## src/rtl/gwr_pkg.sv

```systemverilog
package gwr_pkg;
  localparam int GPIO_W   = 32;
  localparam int OFF_W    = 3;
  localparam int DATA_W   = 5;
  localparam int NBANK    = 4;
  localparam int BANK_W   = 3;
  localparam int ADDR_LSB = 9;
  localparam int EN_LSB   = ADDR_LSB + OFF_W;
  localparam int DATA_LSB = 27;

  typedef enum logic {ST_IDLE, ST_SETUP} seq_state_e;

  function automatic logic [GPIO_W-1:0] field_mask(input int lsb, input int w);
    logic [GPIO_W-1:0] m;
    m = '0;
    for (int i = 0; i < w; i++) m[lsb+i] = 1'b1;
    return m;
  endfunction

  localparam logic [GPIO_W-1:0] OFF_MASK  = field_mask(ADDR_LSB, OFF_W);
  localparam logic [GPIO_W-1:0] EN_MASK   = field_mask(EN_LSB, NBANK);
  localparam logic [GPIO_W-1:0] DATA_MASK = field_mask(DATA_LSB, DATA_W);
  localparam logic [GPIO_W-1:0] WR_MASK   = OFF_MASK | EN_MASK | DATA_MASK;
endpackage

```

## src/rtl/gwr_bank_decode.sv

```systemverilog
module gwr_bank_decode #(
  parameter int NB = 4,
  parameter int BW = 3
) (
  input  logic [BW-1:0] bank_i,
  output logic          valid_o,
  output logic [NB-1:0] en_o
);
  // bank 1 maps to the MSB of the enable field
  for (genvar g = 0; g < NB; g++) begin : g_en
    assign en_o[NB-1-g] = (bank_i == BW'(g + 1));
  end
  assign valid_o = |en_o;
endmodule

```

## src/rtl/gwr_setup_timer.sv

```systemverilog
module gwr_setup_timer #(
  parameter int CYCLES = 21
) (
  input  logic clk_i,
  input  logic rst_ni,
  input  logic start_i,
  output logic expire_o
);
  localparam int CW = (CYCLES > 1) ? $clog2(CYCLES) : 1;

  logic [CW-1:0] cnt_q;
  logic          run_q;

  always_ff @(posedge clk_i or negedge rst_ni) begin
    if (!rst_ni) begin
      cnt_q <= '0;
      run_q <= 1'b0;
    end else if (start_i) begin
      cnt_q <= CW'(CYCLES - 1);
      run_q <= 1'b1;
    end else if (run_q) begin
      if (cnt_q == '0) run_q <= 1'b0;
      else             cnt_q <= cnt_q - 1'b1;
    end
  end

  assign expire_o = run_q && (cnt_q == '0);

  a_r5_no_restart: assert property (@(posedge clk_i) disable iff (!rst_ni)
    start_i |-> !run_q);
endmodule

```

## src/rtl/gwr_bus_reg.sv

```systemverilog
module gwr_bus_reg #(
  parameter int           W       = 32,
  parameter logic [W-1:0] RST_VAL = '0
) (
  input  logic         clk_i,
  input  logic         rst_ni,
  input  logic         we_i,
  input  logic [W-1:0] mask_i,
  input  logic [W-1:0] val_i,
  output logic [W-1:0] q_o
);
  for (genvar b = 0; b < W; b++) begin : g_bit
    logic q_b;
    always_ff @(posedge clk_i or negedge rst_ni) begin
      if (!rst_ni)                 q_b <= RST_VAL[b];
      else if (we_i && mask_i[b])  q_b <= val_i[b];
    end
    assign q_o[b] = q_b;
  end
endmodule

```

## src/rtl/gpio_wr_seq.sv

```systemverilog
module gpio_wr_seq
  import gwr_pkg::*;
#(
  parameter int                CLK_PERIOD_PS = 8000,
  parameter int                SETUP_PS      = 166000,
  parameter logic [GPIO_W-1:0] GPIO_IDLE     = 32'h0406_0103
) (
  input  logic              clk_i,
  input  logic              rst_ni,
  input  logic              req_valid_i,
  input  logic [BANK_W-1:0] req_bank_i,
  input  logic [OFF_W-1:0]  req_offset_i,
  input  logic [DATA_W-1:0] req_data_i,
  output logic              ready_o,
  output logic              done_o,
  output logic              err_o,
  output logic [GPIO_W-1:0] gpio_o
);
  localparam int SETUP_RAW    = (SETUP_PS + CLK_PERIOD_PS - 1) / CLK_PERIOD_PS;
  localparam int SETUP_CYCLES = (SETUP_RAW < 1) ? 1 : SETUP_RAW;
  localparam logic [GPIO_W-1:0] RST_WORD = GPIO_IDLE & ~WR_MASK;

  seq_state_e        st_q;
  logic              accept, bank_ok, start, bad, expire;
  logic [NBANK-1:0]  dec_en, en_q;
  logic              done_q, err_q;
  logic              bus_we;
  logic [GPIO_W-1:0] bus_mask, bus_val, p1_word, p2_word;

  assign ready_o = (st_q == ST_IDLE);
  assign accept  = req_valid_i && ready_o;

  gwr_bank_decode #(.NB(NBANK), .BW(BANK_W)) u_dec (
    .bank_i  (req_bank_i),
    .valid_o (bank_ok),
    .en_o    (dec_en)
  );

  assign start = accept && bank_ok;
  assign bad   = accept && !bank_ok;

  gwr_setup_timer #(.CYCLES(SETUP_CYCLES)) u_tmr (
    .clk_i    (clk_i),
    .rst_ni   (rst_ni),
    .start_i  (start),
    .expire_o (expire)
  );

  // phase one: fields loaded, enables cleared; phase two: enables only
  assign p1_word  = (GPIO_W'(req_offset_i) << ADDR_LSB) | (GPIO_W'(req_data_i) << DATA_LSB);
  assign p2_word  = GPIO_W'(en_q) << EN_LSB;
  assign bus_we   = start || expire;
  assign bus_mask = start ? WR_MASK : EN_MASK;
  assign bus_val  = start ? p1_word : p2_word;

  gwr_bus_reg #(.W(GPIO_W), .RST_VAL(RST_WORD)) u_bus (
    .clk_i  (clk_i),
    .rst_ni (rst_ni),
    .we_i   (bus_we),
    .mask_i (bus_mask),
    .val_i  (bus_val),
    .q_o    (gpio_o)
  );

  always_ff @(posedge clk_i or negedge rst_ni) begin
    if (!rst_ni) begin
      st_q   <= ST_IDLE;
      en_q   <= '0;
      done_q <= 1'b0;
      err_q  <= 1'b0;
    end else begin
      done_q <= expire;
      err_q  <= bad;
      if (start) en_q <= dec_en;
      case (st_q)
        ST_IDLE:  if (start)  st_q <= ST_SETUP;
        ST_SETUP: if (expire) st_q <= ST_IDLE;
        default:              st_q <= ST_IDLE;
      endcase
    end
  end

  assign done_o = done_q;
  assign err_o  = err_q;

  // ---------------- assertions ----------------
  localparam int HW = $clog2(SETUP_CYCLES + 1);
  logic [HW-1:0]     hold_q;
  logic [GPIO_W-1:0] fld_prev_q;
  logic [GPIO_W-1:0] fld_now;
  assign fld_now = gpio_o & (OFF_MASK | DATA_MASK);

  always_ff @(posedge clk_i or negedge rst_ni) begin
    if (!rst_ni) begin
      hold_q     <= '0;
      fld_prev_q <= '0;
    end else begin
      fld_prev_q <= fld_now;
      if ((gpio_o & EN_MASK) != '0 || fld_now != fld_prev_q) hold_q <= '0;
      else if (hold_q != HW'(SETUP_CYCLES))                  hold_q <= hold_q + 1'b1;
    end
  end

  a_r4_en_onehot0: assert property (@(posedge clk_i) disable iff (!rst_ni)
    $onehot0(gpio_o[EN_LSB +: NBANK]));

  a_r2_rest_idle: assert property (@(posedge clk_i) disable iff (!rst_ni)
    (gpio_o & ~WR_MASK) == (GPIO_IDLE & ~WR_MASK));

  a_r3_phase1_clear: assert property (@(posedge clk_i) disable iff (!rst_ni)
    start |=> (gpio_o[EN_LSB +: NBANK] == '0) && !ready_o);

  a_r5_setup_window: assert property (@(posedge clk_i) disable iff (!rst_ni)
    $rose(|gpio_o[EN_LSB +: NBANK]) |-> (int'(hold_q) >= SETUP_CYCLES - 1));

  a_r6_done_pulse: assert property (@(posedge clk_i) disable iff (!rst_ni)
    done_o |=> !done_o);

  a_r6_done_with_en: assert property (@(posedge clk_i) disable iff (!rst_ni)
    done_o |-> (|gpio_o[EN_LSB +: NBANK]) && ready_o);

  a_r7_err_quiet: assert property (@(posedge clk_i) disable iff (!rst_ni)
    err_o |-> $stable(gpio_o) && ready_o && !done_o);

  a_r8_busy_no_err: assert property (@(posedge clk_i) disable iff (!rst_ni)
    (req_valid_i && !ready_o) |=> !err_o);
endmodule

```

## config.mk

```make
export PLATFORM = sky130hd
export DESIGN_NAME = gpio_wr_seq
export DESIGN_NICKNAME = d
export VERILOG_FILES = /design/src/rtl/gwr_pkg.sv /design/src/rtl/gwr_bank_decode.sv /design/src/rtl/gwr_setup_timer.sv /design/src/rtl/gwr_bus_reg.sv /design/src/rtl/gpio_wr_seq.sv
export SDC_FILE = /design/constraint.sdc
export NUM_CORES = 1
export LEC_CHECK = 0
export BUFFER_PORTS_ARGS = -buffer_cell sky130_fd_sc_hd__buf_2
export CAP_MARGIN = 20
export CORE_MARGIN = 1.5
export CORE_UTILIZATION = 49
export DETAILED_ROUTE_END_ITERATION = 10
export GPL_ROUTABILITY_DRIVEN = 0
export PLACE_DENSITY_LB_ADDON = 0.1
export SETUP_SLACK_MARGIN = 0.05
export SLEW_MARGIN = 10
export SYNTH_ARGS = -nofsm -noshare
export SYNTH_HDL_FRONTEND = slang
export SYNTH_SLANG_ARGS = --single-unit
```

## constraint.sdc

```tcl
create_clock -name clk_i -period 2.1 [get_ports clk_i]
set_input_delay 0 -clock clk_i [delete_from_list [all_inputs] [get_ports clk_i]]
set_output_delay 0 -clock clk_i [all_outputs]
set_load 0.01 [all_outputs]
```

Word-level counts from Yosys, hierarchy flattened
Index checks and enable logic that the tools add are counted.

storage, ports and cells
  bits in registers = 45
  input port bits = 14
  output and inout bits = 35
  word-level logic and storage cells = 99

operators by class
  add/sub/neg operators = 1
  eq/ne operators = 5
  muxes and demuxes = 11
  bitwise gates (word level) = 2
  reductions and logical operators = 42

operator list
  kind                                               number
  2-to-1 mux 32 bit                                  2
  logical AND 1 bit                                  36
  OR 12 x 32 -> 32 bit                               1
  2-to-1 mux 5 bit                                   3
  == test 3 x 2 -> 1 bit (second input constant)     2
  zero test 5 bit                                    1
  2-to-1 mux 1 bit                                   5
  subtractor 5 x 1 -> 5 bit (second input constant)  1
  OR reduction 4 bit                                 1
  == test 3 x 1 -> 1 bit (second input constant)     1
  == test 3 bit (second input constant)              1
  inequality test 2 bit (second input constant)      1
  case mux 1 bit (2 select lines)                    1
  AND reduction 2 bit                                1
  nonzero test 2 bit                                 1
  zero test 1 bit                                    1
  logical OR 1 bit                                   1
  NOT 1 bit                                          1

Logic depth before layout (Yosys ltp)
  depth in word-level cells = 5
  gate-level depth with buffers = 6
  gate-level depth less buffers = 5

By module
From an unflattened synthesis, not the netlist that was laid out.

second synthesis, totals
  cell total of the unflattened synthesis = 199
  area, all modules = 2407.3 um^2

modules (own cells, without submodules)
  module           instances  cells each  area each (um^2)  seq. area each (um^2)
  gwr_bus_reg      1          131         1675.4            808.3
  gpio_wr_seq      1          32          376.6             175.2
  gwr_setup_timer  1          30          310.3             150.1
  gwr_bank_decode  1          6           45.0              0.0

Least setup slack after synthesis
No wires, ideal clock.

  path kind = flip-flop to flip-flop
  start point = register u_tmr.cnt_q[0]
  end point = register u_tmr.cnt_q[2]
  library setup time = 0.124 ns
  arrival = 1.583 ns
  data required time = 1.976 ns
  path slack = 0.393 ns
  stages on the path, launching flop included = 7
  path buffers = 1
  period minus slack after synthesis = 1.707 ns
  cell sequence = dfrtp_1 -> inv_1 -> ha_1 -> or4b_1 -> buf_2 -> and4b_1 -> a211o_1

between the ends
  word-level cells in the longest chain between the ends = 4
  elaborated cells between the ends (all ways) = 7
  classes of those cells = add/sub: 1; eq/ne: 1; mux: 3; reduce/logical: 2

RTL lines
  item                       line                   source
  from (decl)                gwr_setup_timer.sv:11  logic [CW-1:0] cnt_q;
  from (signal assigned)     gwr_setup_timer.sv:19  cnt_q <= CW'(CYCLES - 1);
  from (signal assigned)     gwr_setup_timer.sv:23  else cnt_q <= cnt_q - 1'b1;
  subtractor 5 x 1 -> 5 bit  gwr_setup_timer.sv:23
  2-to-1 mux 5 bit           gwr_setup_timer.sv:22  if (cnt_q == '0) run_q <= 1'b0;
  2-to-1 mux 5 bit           gwr_setup_timer.sv:21  end else if (run_q) begin
  2-to-1 mux 5 bit           gwr_setup_timer.sv:18  end else if (start_i) begin

Parallel ways exist; a longest one is shown, timed or not. The select of a mux whose other input is x is not followed.
A chain may end at the register's enable or synchronous reset.

Worst setup path after layout
  start point = register st_q
  end point = register en_q[3]

between the ends
  word-level cells in the longest chain between the ends = 3

RTL lines
  item                    line               source
  from (decl)             gpio_wr_seq.sv:23  seq_state_e st_q;
  from (signal assigned)  gpio_wr_seq.sv:67  st_q <= ST_IDLE;
  from (signal assigned)  gpio_wr_seq.sv:76  ST_IDLE: if (start) st_q <= ST_SETUP;
  from (signal assigned)  gpio_wr_seq.sv:77  ST_SETUP: if (expire) st_q <= ST_IDLE;
  NOT 1 bit               gpio_wr_seq.sv:30  assign ready_o = (st_q == ST_IDLE);
  logical AND 1 bit       gpio_wr_seq.sv:31  assign accept = req_valid_i && ready_o;
  logical AND 1 bit       gpio_wr_seq.sv:39  assign start = accept && bank_ok;
  to (signal assigned)    gpio_wr_seq.sv:74  if (start) en_q <= dec_en;
  to (decl)               gpio_wr_seq.sv:25  logic [NBANK-1:0] dec_en, en_q;

Every way passes these cells.

==> run summary <==
outcome - complete, but fails checks
failing checks - DRC
Worst Clk Skew - 6.30 ps
DR vias/cell - 4.99
Yosys cell types - 34
minimum clock period - 1870 ps
Internal - 1.10 mW
Die H - 55.9 µm
ratio of cells with drive above 1 in the final layout - 0.301
vias in the first global route - 868
CTS buffer count - 3
Avg Inst Size Synth - 10.6 µm²
worst min path class - input port to flop
root buf cell - clkbuf_4
Worst EP required - 2360 ps
fin. max-slew vios - 0
setup repair bufs after CTS - 0
top cell type's share of synthesized area - 0.456
Critical Path AT - 2130 ps
ranking of synthesized cells by area - dfrtp_1 (46%), buf_4 (19%), mux2_2 (5.7%), a21oi_1 (2.6%), o21ai_0 (2.6%)
Hold Slack - 106 ps
Starting Density - 0.506
register share of total power - 0.491
worst skew pair latency - 310 ps
worst-margin pin slew - 604 ps
drt pass-1 iters - 8
diodes inserted - 0
Logic pwr share - 0.387
IO Pins - 49
Avg WL per Cell - 11.5 µm
setup slack, reg-to-reg - 230 ps
reg-to-reg endpoint - en_q[3]
slew margin rel. - 0.596
fin nets - 172
flops & latches, synth - 25
port bufs - 28
grt ovf - 0
largest net degree at the start of global routing - 26
Leakage - 0.757 nW
Worst Setup SP - st_q
Power Dens Cells - 1130 mW/mm²
Vias - 933
Ys Warns - 0
Switching Fraction - 0.356
Post-DP HPWL - 1530 µm
Clock power frac - 0.122
first-pass GRT wire length - 3750 µm
largest area contributor in the netlist - dfrtp_1
drt total wl - 2160 µm
die width - 55.9 µm
deepest clock path buffer count - 2
Final period util - 0.891
Fin Setup TNS - 0 ps
Antenna Nets Post-Route - 0
sw power - 0.606 mW
FILL cells - 253
# setup viols final - 0
worst reg2reg startpoint - st_q
total global routing track utilization - 0.150
Fmax - 534 MHz
crit path launch type - flop
die area - 0.00312 mm²
Syn Std Cell Area - 0.00137 mm²
Area Overhead vs Synth - 9.95%
CTS Sinks - 25
Final Hold Viols - 0
Worst setup EP type - flop
Critical Path End - en_q[3]
synthesized instance count - 129
DR DRC count - 2
starting DRC count in detailed routing - 23
cts repair resizes - 0
# H-tree levels - 1
Max Cap Violations - 0
RSZ-0062 raised after global routing - no
Reg2Reg Depth - 4
Core Box Area - 0.00271 mm²
initial antenna violation count - 0
post-synthesis sequential area ratio - 0.456
CTS tree - built
std cell rows - 19
VDD IR max - 0.701 mV
Clock transition at path regs - 140 ps
crit path max fanout - 6
CP Class - flop to flop
==> worst max-delay path, cell delays in order (launching register included) <==
cell and delay, ps:
dfrtp_1 430, nor3b_1 520, nor2_1 80, a221oi_1 210, dlygate4sd3_1 570
==> power groups by stage <==
| stage | clock network [mW] | logic, mW | registers [mW] |
|---|---|---|---|
| floorplan | 0 | 0.659 | 0.793 |
| global placement | 0 | 0.637 | 0.839 |
| detailed placement | 0 | 0.644 | 0.848 |
| CTS | 0.218 | 0.664 | 0.837 |
| global route | 0.250 | 0.736 | 0.872 |
| finish | 0.208 | 0.658 | 0.835 |
==> cell usage in the layout (no fill, tap or decap), types with 2 or more instances in the layout <==
cell type / synthesis / routed
nand3_1: 5 / 5
o21ai_0: 7 / 7
dlygate4sd3_1: 0 / 12
dfrtp_1: 25 / 25
nand2_1: 2 / 2
a211o_1: 2 / 2
buf_2: 2 / 28
a21oi_1: 7 / 7
a21o_2: 2 / 2
conb_1: 2 / 20
clkbuf_4: 0 / 3
nor2_1: 3 / 3
or4b_1: 2 / 2
a221oi_1: 2 / 2
inv_1: 8 / 8
mux2_2: 7 / 7
==> routing by layer <==
metal  wire (µm)  vias to the layer above  track usage
met5           0                        -            0
met4          11                        0       0.0510
met3          83                        2       0.0279
met2        1120                       27        0.250
met1         943                      459        0.198
li1            -                      445            -
==> cell usage after synthesis <==
master,instances
inv_1,8
and4b_1,1
nor2_1,3
a21o_2,2
a221oi_1,2
nand2_1,2
o21bai_1,1
mux2_1,1
conb_1,2
nand2b_1,1
a311oi_1,1
buf_4,34
nand3_1,5
ha_1,1
or4bb_2,1
nor3_4,1
nand3b_1,1
a211o_1,2
or4b_1,2
and4bb_2,1
o21ai_0,7
a21o_1,1
o21ba_2,1
a22oi_1,1
a21oi_1,7
o21a_1,1
o22ai_1,1
nor3b_1,1
a211oi_1,1
nor3_2,1
dfrtp_1,25
or3b_1,1
buf_2,2
mux2_2,7
==> cells by family (layout without fill, tap and decap cells) <==
| family | count (synthesis) | after routing | share of synthesized area |
|---|---|---|---|
| compound gates | 28 | 28 | 0.135 |
| other cells | 2 | 20 | 0.00548 |
| buf+inv | 44 | 53 | 0.215 |
| mux | 8 | 8 | 0.0657 |
| fa+ha+maj | 1 | 1 | 0.00912 |
| simple gates | 21 | 21 | 0.113 |
| flops | 25 | 25 | 0.456 |
==> worst min path at each step <==
stage / from / to / slack (ps) / depth (start not counted)
6_report: req_bank_i[2] / en_q[1] / 110 / 3
5_1_grt: req_bank_i[2] / en_q[1] / 100 / 3
4_1_cts: req_bank_i[2] / en_q[1] / 90 / 3
3_5_place_dp: rst_ni / u_tmr.run_q / 20 / 1
3_3_place_gp: rst_ni / u_tmr.run_q / 20 / 1
2_1_floorplan: rst_ni / done_o / -300 / 0
==> layout make-up <==
type,count,area (µm²),share of cell area
clock buffers,3,22.5,0.0149
inverters,8,30.0,0.0199
well taps,31,38.8,0.0257
repair buffers,41,268,0.178
clock inverters,1,5.00,0.00332
flip-flops and latches,25,626,0.415
multi-input cells,78,518,0.344
==> sequential cells by signal, summed over array words and instances, names as in the netlist <==
register         flops
done_o               1
en_q                 4
err_o                1
st_q                 1
u_bus.g_bit.q_b     12
u_tmr.cnt_q          5
u_tmr.run_q          1
==> metrics by stage <==
step	util	cell area, µm²	power [mW]	std cells	setup slack, ps
CTS	0.556	1510	1.72	187	238
detailed placement	0.502	1360	1.49	171	292
global route	0.556	1510	1.86	187	139
global placement	0.502	1360	1.48	171	328
floorplan	-	1440	1.45	147	393
finish	0.556	1510	1.70	187	228
==> timing repair <==
action	in CTS	in global routing
hold endpoints to repair	36	0
endpoints found under the setup margin	0	0
hold buffers	12	0
(Power assumes the default switching activity.)
